[config.mk]
export PLATFORM = sky130hd
export DESIGN_NAME = ctl_port
export DESIGN_NICKNAME = d
export VERILOG_FILES = /design/src/rtl/ctl_port_pkg.sv /design/src/rtl/ctl_sync.sv /design/src/rtl/ctl_frame.sv /design/src/rtl/ctl_bank.sv /design/src/rtl/ctl_port.sv
export SDC_FILE = /design/constraint.sdc
export NUM_CORES = 1
export LEC_CHECK = 0
export CAP_MARGIN = 10
export CORE_MARGIN = 4
export CORE_UTILIZATION = 45
export CTS_BUF_LIST = sky130_fd_sc_hd__clkbuf_16
export DETAILED_ROUTE_END_ITERATION = 12
export DONT_BUFFER_PORTS = 1
export GPL_TIMING_DRIVEN = 0
export SYNTH_ARGS = -nofsm -noshare
export SYNTH_HDL_FRONTEND = slang
export SYNTH_SLANG_ARGS = --single-unit
[constraint.sdc]
create_clock -name clk_i -period 2.1 [get_ports clk_i]
set_input_delay 0.42 -clock clk_i [delete_from_list [all_inputs] [get_ports clk_i]]
set_output_delay 0.42 -clock clk_i [all_outputs]
set_load 0.005 [all_outputs]
[src/rtl/ctl_port_pkg.sv]
package ctl_port_pkg;
  localparam int unsigned REG_W    = 8;
  localparam int unsigned NUM_REGS = 6;
  localparam int unsigned ADDR_W   = 3;
  localparam int unsigned SYNC_N   = 2;

  // writable bits per register; unimplemented addresses have none
  function automatic logic [REG_W-1:0] keep_mask(int unsigned idx);
    case (idx)
      0, 1, 5: keep_mask = 8'hFF;
      2:       keep_mask = 8'hF0;
      3, 4:    keep_mask = 8'hF8;
      default: keep_mask = 8'h00;
    endcase
  endfunction
endpackage

[src/rtl/ctl_sync.sv]
module ctl_sync #(
  parameter int unsigned W      = 1,
  parameter int unsigned STAGES = 2
) (
  input  logic         clk_i,
  input  logic         rst_ni,
  input  logic [W-1:0] d_i,
  output logic [W-1:0] q_o
);
  logic [STAGES-1:0][W-1:0] pipe;

  always_ff @(posedge clk_i or negedge rst_ni) begin
    if (!rst_ni) pipe <= '0;
    else         pipe <= {pipe[STAGES-2:0], d_i};
  end

  assign q_o = pipe[STAGES-1];
endmodule

[src/rtl/ctl_frame.sv]
module ctl_frame #(
  parameter int unsigned AW = 3,
  parameter int unsigned DW = 8
) (
  input  logic          clk_i,
  input  logic          rst_ni,
  input  logic          sck_i,
  input  logic          en_i,
  input  logic          sdi_i,
  input  logic [DW-1:0] rd_data_i,
  output logic [AW-1:0] rd_addr_o,
  output logic          wr_vld_o,
  output logic [AW-1:0] wr_addr_o,
  output logic [DW-1:0] wr_data_o,
  output logic          sdo_o,
  output logic          sdo_oe_o
);
  localparam int unsigned HDR = 1 + AW;
  localparam int unsigned FL  = HDR + DW;
  localparam int unsigned CW  = $clog2(FL + 1);
  localparam logic [CW-1:0] C_HDR_LAST = CW'(HDR - 1);
  localparam logic [CW-1:0] C_HDR      = CW'(HDR);
  localparam logic [CW-1:0] C_LAST     = CW'(FL - 1);
  localparam logic [CW-1:0] C_FULL     = CW'(FL);

  logic [FL-2:0] sh;
  logic [CW-1:0] cnt;
  logic [DW-1:0] osh;
  logic          oe, sck_d, rise;

  assign rise      = sck_i & ~sck_d;
  assign rd_addr_o = {sh[AW-2:0], sdi_i};

  always_ff @(posedge clk_i or negedge rst_ni) begin
    if (!rst_ni) begin
      sh        <= '0;
      cnt       <= '0;
      osh       <= '0;
      oe        <= 1'b0;
      sck_d     <= 1'b0;
      wr_vld_o  <= 1'b0;
      wr_addr_o <= '0;
      wr_data_o <= '0;
    end else begin
      sck_d    <= sck_i;
      wr_vld_o <= 1'b0;
      if (!en_i) begin
        cnt <= '0;
        oe  <= 1'b0;
        osh <= '0;
      end else if (rise && cnt < C_FULL) begin
        sh  <= {sh[FL-3:0], sdi_i};
        cnt <= cnt + 1'b1;
        if (cnt == C_HDR_LAST) begin
          if (sh[HDR-2]) begin  // read flag
            oe  <= 1'b1;
            osh <= rd_data_i;
          end
        end else if (cnt == C_LAST) begin
          oe  <= 1'b0;
          osh <= '0;
          if (!sh[FL-2]) begin
            wr_vld_o  <= 1'b1;
            wr_addr_o <= sh[FL-3 -: AW];
            wr_data_o <= {sh[DW-2:0], sdi_i};
          end
        end else if (cnt >= C_HDR) begin
          osh <= {osh[DW-2:0], 1'b0};
        end
      end
    end
  end

  assign sdo_o    = osh[DW-1];
  assign sdo_oe_o = oe;
endmodule

[src/rtl/ctl_bank.sv]
module ctl_bank
  import ctl_port_pkg::*;
#(
  parameter int unsigned NR = NUM_REGS,
  parameter int unsigned AW = ADDR_W,
  parameter int unsigned DW = REG_W
) (
  input  logic           clk_i,
  input  logic           rst_ni,
  input  logic           clr_i,
  input  logic           wr_vld_i,
  input  logic [AW-1:0]  wr_addr_i,
  input  logic [DW-1:0]  wr_data_i,
  input  logic [AW-1:0]  rd_addr_i,
  output logic [DW-1:0]  rd_data_o,
  output logic [NR*DW-1:0] regs_o
);
  logic [DW-1:0] r [NR];

  for (genvar g = 0; g < NR; g++) begin : g_reg
    always_ff @(posedge clk_i or negedge rst_ni) begin
      if (!rst_ni)                                   r[g] <= '0;
      else if (clr_i)                                r[g] <= '0;
      else if (wr_vld_i && wr_addr_i == AW'(g))      r[g] <= wr_data_i & keep_mask(g);
    end
    assign regs_o[g*DW +: DW] = r[g];
  end

  always_comb begin
    rd_data_o = '0;
    for (int i = 0; i < NR; i++)
      if (rd_addr_i == AW'(i)) rd_data_o = r[i];
  end
endmodule

[src/rtl/ctl_port.sv]
module ctl_port
  import ctl_port_pkg::*;
(
  input  logic                      clk_i,
  input  logic                      rst_ni,
  input  logic                      en_i,
  input  logic                      sck_i,
  input  logic                      sdi_i,
  output logic                      sdo_o,
  output logic                      sdo_oe_o,
  input  logic                      pwr_run_i,
  input  logic                      pwr_mod_i,
  input  logic                      pwr_dem_i,
  output logic [NUM_REGS*REG_W-1:0] regs_o
);
  logic [5:0]        sync_q;
  logic              sck_s, en_s, sdi_s, run_s, mod_s, dem_s, clr_s;
  logic [ADDR_W-1:0] rd_addr, wr_addr;
  logic [REG_W-1:0]  rd_data, wr_data;
  logic              wr_vld;

  ctl_sync #(.W(6), .STAGES(SYNC_N)) u_sync (
    .clk_i (clk_i),
    .rst_ni(rst_ni),
    .d_i   ({sck_i, en_i, sdi_i, pwr_run_i, pwr_mod_i, pwr_dem_i}),
    .q_o   (sync_q)
  );

  assign {sck_s, en_s, sdi_s, run_s, mod_s, dem_s} = sync_q;
  assign clr_s = ~run_s & ~mod_s & ~dem_s;  // full standby only

  ctl_frame #(.AW(ADDR_W), .DW(REG_W)) u_frame (
    .clk_i    (clk_i),
    .rst_ni   (rst_ni),
    .sck_i    (sck_s),
    .en_i     (en_s),
    .sdi_i    (sdi_s),
    .rd_data_i(rd_data),
    .rd_addr_o(rd_addr),
    .wr_vld_o (wr_vld),
    .wr_addr_o(wr_addr),
    .wr_data_o(wr_data),
    .sdo_o    (sdo_o),
    .sdo_oe_o (sdo_oe_o)
  );

  ctl_bank #(.NR(NUM_REGS), .AW(ADDR_W), .DW(REG_W)) u_bank (
    .clk_i    (clk_i),
    .rst_ni   (rst_ni),
    .clr_i    (clr_s),
    .wr_vld_i (wr_vld),
    .wr_addr_i(wr_addr),
    .wr_data_i(wr_data),
    .rd_addr_i(rd_addr),
    .rd_data_o(rd_data),
    .regs_o   (regs_o)
  );
endmodule

Word-level counts from Yosys, hierarchy flattened
Cells that the tools add are included.
- bits in registers: 97
- latch bits: 0
- bits in writable memories: 0
- memory bits (read-only): 0
- input bits: 8
- output and inout bits: 50
- word-level logic and storage cells: 99
- memories kept: 0
- add/sub/neg operators: 1
- $mul: 0
- div/mod/pow operators: 0
- magnitude comparators: 2
- equality and inequality tests: 16
- shifts and indexed selects: 0
- multiplexer cells: 36
- bitwise operators: 9
- reduce and logical (&&, ||, !) cells: 19
- operators by type and width (operator ; count):
    two-way mux 8 bit ; 24
    == test 3 x 2 -> 1 bit (second input constant) ; 4
    == test 3 bit (second input constant) ; 4
    nonzero test 2 bit ; 6
    two-way mux 1 bit ; 10
    two-way mux 4 bit ; 2
    logical AND 1 bit ; 7
    == test 3 x 1 -> 1 bit (second input constant) ; 2
    zero test 3 bit ; 2
    NOT 1 bit ; 6
    AND reduction 3 bit ; 2
    AND reduction 5 bit ; 1
    adder 4 x 1 -> 4 bit (second input constant) ; 1
    == test 4 x 2 -> 1 bit (second input constant) ; 1
    == test 4 bit (second input constant) ; 1
    greater-or-equal comparator 4 x 3 -> 1 bit (second input constant) ; 1
    less-than comparator 4 bit (second input constant) ; 1
    inequality test 4 x 1 -> 1 bit (second input constant) ; 1
    bitwise AND 1 bit ; 3
    inequality test 3 x 1 -> 1 bit (second input constant) ; 1
    inequality test 3 x 2 -> 1 bit (second input constant) ; 1
    inequality test 2 x 1 -> 1 bit (second input constant) ; 1
    AND reduction 2 bit ; 1

Depth between registers and ports, before layout
- word-level depth: 11
- mapped depth: 6
- mapped depth without buffers: 5

Modules after synthesis
From an unflattened synthesis, not the netlist that was laid out.
- cells, all modules: 365
- area, all modules: 4088.9 µm²
- modules (own cells, without submodules) (module ; instances ; cells an instance ; area an instance (µm²)):
    ctl_bank ; 1 ; 205 ; 2016.9
    ctl_frame ; 1 ; 141 ; 1716.6
    ctl_sync ; 1 ; 18 ; 345.3
    ctl_port ; 1 ; 1 ; 10.0

Worst setup path after synthesis
OpenSTA, ideal clock, no wires.
- path type: flip-flop to flip-flop
- start: register u_frame.cnt[3]
- end: register u_frame.wr_addr_o[0]
- library setup time: 125 ps
- arrival: 1674 ps
- data required time: 1975 ps
- setup slack: 301 ps
- cell stages (with the launch flop): 6
- clock period less this slack: 1799 ps
- cell sequence: dfrtp_1 inv_2 o2111ai_4 or4_4 buf_6 mux2_4
- longest elaborated chain between the ends: 3
- elaborated cells between the ends (all ways): 6
- ends and longest elaborated chain (element ; line ; text):
    start: declaration ; ctl_frame.sv:27 ; logic [CW-1:0] cnt;
    start signal: assignment ; ctl_frame.sv:53 ; cnt <= cnt + 1'b1;
    less-than comparator 4 bit or == test 4 x 2 -> 1 bit (tied branches) ; ctl_frame.sv:51, ctl_frame.sv:54 ;
    logical AND 1 bit or NOT 1 bit (tied branches) ; - ;
    AND reduction 5 bit (no line) (*) ; - ;
    end signal: assignment ; ctl_frame.sv:64 ; wr_addr_o <= sh[FL-3 -: AW];
    end: declaration ; ctl_frame.sv:13 ; output logic [AW-1:0] wr_addr_o,
Every way passes the cells marked *; elsewhere a longest branch is shown, timed or not.
A chain may end at the register's enable or synchronous reset.

Worst setup path in the final report
- start: register u_frame.cnt[0]
- end: register u_frame.wr_data_o[1]
- longest elaborated chain between the ends: 3
- elaborated cells between the ends (all ways): 6
- ends and longest elaborated chain (element ; line ; text):
    less-than comparator 4 bit or == test 4 x 2 -> 1 bit (tied branches) ; ctl_frame.sv:51, ctl_frame.sv:54 ;
    logical AND 1 bit or NOT 1 bit (tied branches) ; - ;
    AND reduction 5 bit (no line) (*) ; - ;
    end signal: assignment ; ctl_frame.sv:65 ; wr_data_o <= {sh[DW-2:0], sdi_i};
    end: declaration ; ctl_frame.sv:14 ; output logic [DW-1:0] wr_data_o,
Marked as above.

==> flow_summary.json <==
{
  "status": "complete, but fails checks",
  "ir_drop_mv": 0.4955,
  "setup_viol": 0,
  "cts_sinks": 87,
  "yosysUniqueCellTypes": 42,
  "grt_use_total": 0.1916,
  "yosysSeqAreaShare": 0.5622,
  "worstPathCellList": "ha_2 -> nand2b_1 -> clkbuf_1 -> or4_4 -> buf_6 -> mux2_4",
  "path_clk_slew_ps": 60,
  "synthTopCellsByArea": "dfrtp_1, mux2i_1, mux2_2",
  "timing.fmax_ghz": 0.4985,
  "grt_max_degree": 88,
  "layout-drive-gt1-share": 0.1667,
  "grt_pass1_vias": 2604,
  "slowest_delay_ps": 500,
  "worst_slew_pin_slew_ps": 1055,
  "totalWireLength_mm": 9.016,
  "rsz0062_at_grt": "no",
  "root_buffer": "clkbuf_16",
  "r2r_cells": 6,
  "final_cells": 477,
  "wl_per_cell_um": 18.90,
  "setup_tns_ps": 0,
  "post-route-period-util": 0.9553,
  "synth-edff-count": 0,
  "drt_iter0_markers": 110,
  "yosysTopAreaCellShare": 0.5622,
  "yosys.area.top_type": "dfrtp_1",
  "globalplace.congestion": 0.8570,
  "h-tree-depth": 3,
  "synth_common_cells": "dfrtp_1, nand2_1, mux2i_1",
  "start_util": 0.4666,
  "worst_skew_pair.late_latency_ps": 340,
  "fin_hold_ws_ps": -230.8,
  "yosysMostFrequentCell": "dfrtp_1",
  "pre_cts_ws_ps": 122.4,
  "crit_slowest_cell": "or4_4",
  "crit_path_end_kind": "flop",
  "required_ps": 2320,
  "num_vias": 2585,
  "firstDrtPassIters": 4,
  "cp-startpoint": "u_frame.cnt[0]",
  "maxCapViolations": 0,
  "die_x_um": 100.8,
  "final_nets": 376,
  "fill_cells": 714,
  "drv_slew": 0,
  "cts_tree": "done",
  "dieArea_sq_mm": 0.01015,
  "cp_max_fo": 10,
  "synth_ff_type": "dfrtp_1",
  "hp-class": "in -> async",
  "cp-start-kind": "flop",
  "postLayoutSetupSlackWorst_ps": 93.88,
  "power_mw": 3.609,
  "placedCellCount": 461,
  "postCtsSetupRepairBufs": 0,
  "num_rows": 33,
  "grt_first_pass_wirelength_mm": 14.43,
  "numPortBuffers": 0,
  "yosysWarnings": 0,
  "hold_viol_final": 87,
  "critPathKind": "reg -> reg",
  "violations": "negative hold slack",
  "grt-ovfl-total": 0,
  "core_sq_mm": 0.008299,
  "area_growth_pct": 12.12,
  "slew_headroom": 0.2916,
  "arrival_ps": 2230,
  "post-route-drc-count": 0,
  "insertedDiodeCount": 0,
  "synthCells": 347,
  "timing.rr.start": "u_frame.cnt[0]",
  "power_leakage_nw": 2.008,
  "via_per_inst": 5.419,
  "cts.path.max_buffers": 2,
  "place_hpwl_mm": 6.075,
  "antenna_found_initial": 0,
  "min_period_ps": 2006,
  "fin_worst_skew_ps": 5.825,
  "chipHeight_um": 100.8,
  "powerDensity_mw_per_mm2": 831.2,
  "cts_buffers": 9,
  "ys_ff_latch": 87,
  "synthArstFlopShare": 1.000,
  "avgSynthCellArea_sq_um": 11.16,
  "detail-route-antenna-nets": 0,
  "synth_area_sq_mm": 0.003872,
  "io_pins": 58
}
-- layout make-up --
cell class / instances / area (sq um) / share of cell area
clock buffers: 9 / 225.2 / 0.05187
multi-input cells: 230 / 1543 / 0.3553
inverters: 12 / 45.04 / 0.01037
flip-flops and latches: 87 / 2177 / 0.5014
plain buffers: 27 / 148.9 / 0.03429
clock inverters: 7 / 71.32 / 0.01643
well taps: 105 / 131.4 / 0.03026
-- placed cells by master, fill, tap and decap left out, types with 2 or more instances in the layout --
cell type   count
mux2_2         15
buf_2           2
inv_2           2
a21oi_1        25
dfrtp_1        87
conb_1         10
clkbuf_1       14
nor2b_1         2
nand2_1        44
a32o_1          4
nor2_1         30
mux2_4          9
buf_4          10
nand3_1         5
o21ai_0        10
clkbuf_16       9
nor3_1          4
o22ai_1         7
a22oi_1         2
xnor2_1         2
nand2b_1        8
inv_1          10
o211ai_1        2
mux2i_1        31
a211oi_1        2
clkinvlp_4      2
-- per-stage QoR --
| stage | cell area [sq um] | util |
|---|---|---|
| 6_report | 4342 | 0.5231 |
| 3_3_place_gp | 4038 | 0.4865 |
| 3_5_place_dp | 4038 | 0.4865 |
| 2_1_floorplan | 3906 | - |
| 4_1_cts | 4334 | 0.5222 |
| 5_1_grt | 4342 | 0.5231 |
-- final timing paths --
check / endpoint / slack (ps)
max in group asynchronous: u_frame.wr_data_o[2] / 2200
hold reg to reg: u_sync.q_o[5] / 350
setup reg to reg: u_frame.wr_data_o[1] / 90
hold / removal: u_sync.pipe[2] / -230
setup / recovery: u_frame.wr_data_o[1] / 90
min in group clk_i: u_sync.pipe[2] / 100
-- where the power goes --
group          internal (mW)  total, mW  switching, mW
logic                 0.0972      0.227          0.130
registers               1.74       1.79         0.0486
clock network          0.921       1.59          0.671
total                   2.76       3.61          0.849
-- per-layer routing --
metal  wire length, um  part of all wire  up-vias  track usage
li1                  -                 -     1229            -
met1              3960              0.44     1246       0.2637
met2              4073              0.45       90       0.2795
met3               710             0.079       20      0.05190
met4               272             0.030        0      0.09430
met5                 0                 0        -            0
-- state kept, by name, summed over array words and instances, names as in the netlist --
name / count
u_bank.regs_o: 38
u_frame.sdo_oe_o: 1
u_frame.wr_addr_o: 3
u_frame.sck_d: 1
u_frame.wr_data_o: 8
u_sync.pipe: 6
u_frame.sh: 11
u_frame.cnt: 4
u_frame.osh: 8
u_frame.wr_vld_o: 1
u_sync.q_o: 6
-- critical path, delay by kind of cell, from the launching register on --
kind                       cells  cell delay, ps
adders and majority gates      1             240
muxes                          1             300
DFF                            1             400
buffers and inverters          2             380
and+or+nand+nor                2             560
-- cell families after synthesis --
group	synth area share
adders and majority gates	0.003231
and+or+nand+nor	0.1176
muxes	0.1586
DFF	0.5622
other	0.0009684
xor gates and xnor gates	0.004524
AOI/OAI and AO/OA	0.1027
buffers and inverters	0.05008
-- timing repair --
item | in CTS | in global routing
endpoints found under the setup margin | 0 | 11
resized for setup | 0 | 2
hold endpoints to repair | 87 | 87
Power figures use the tool's default switching activity.
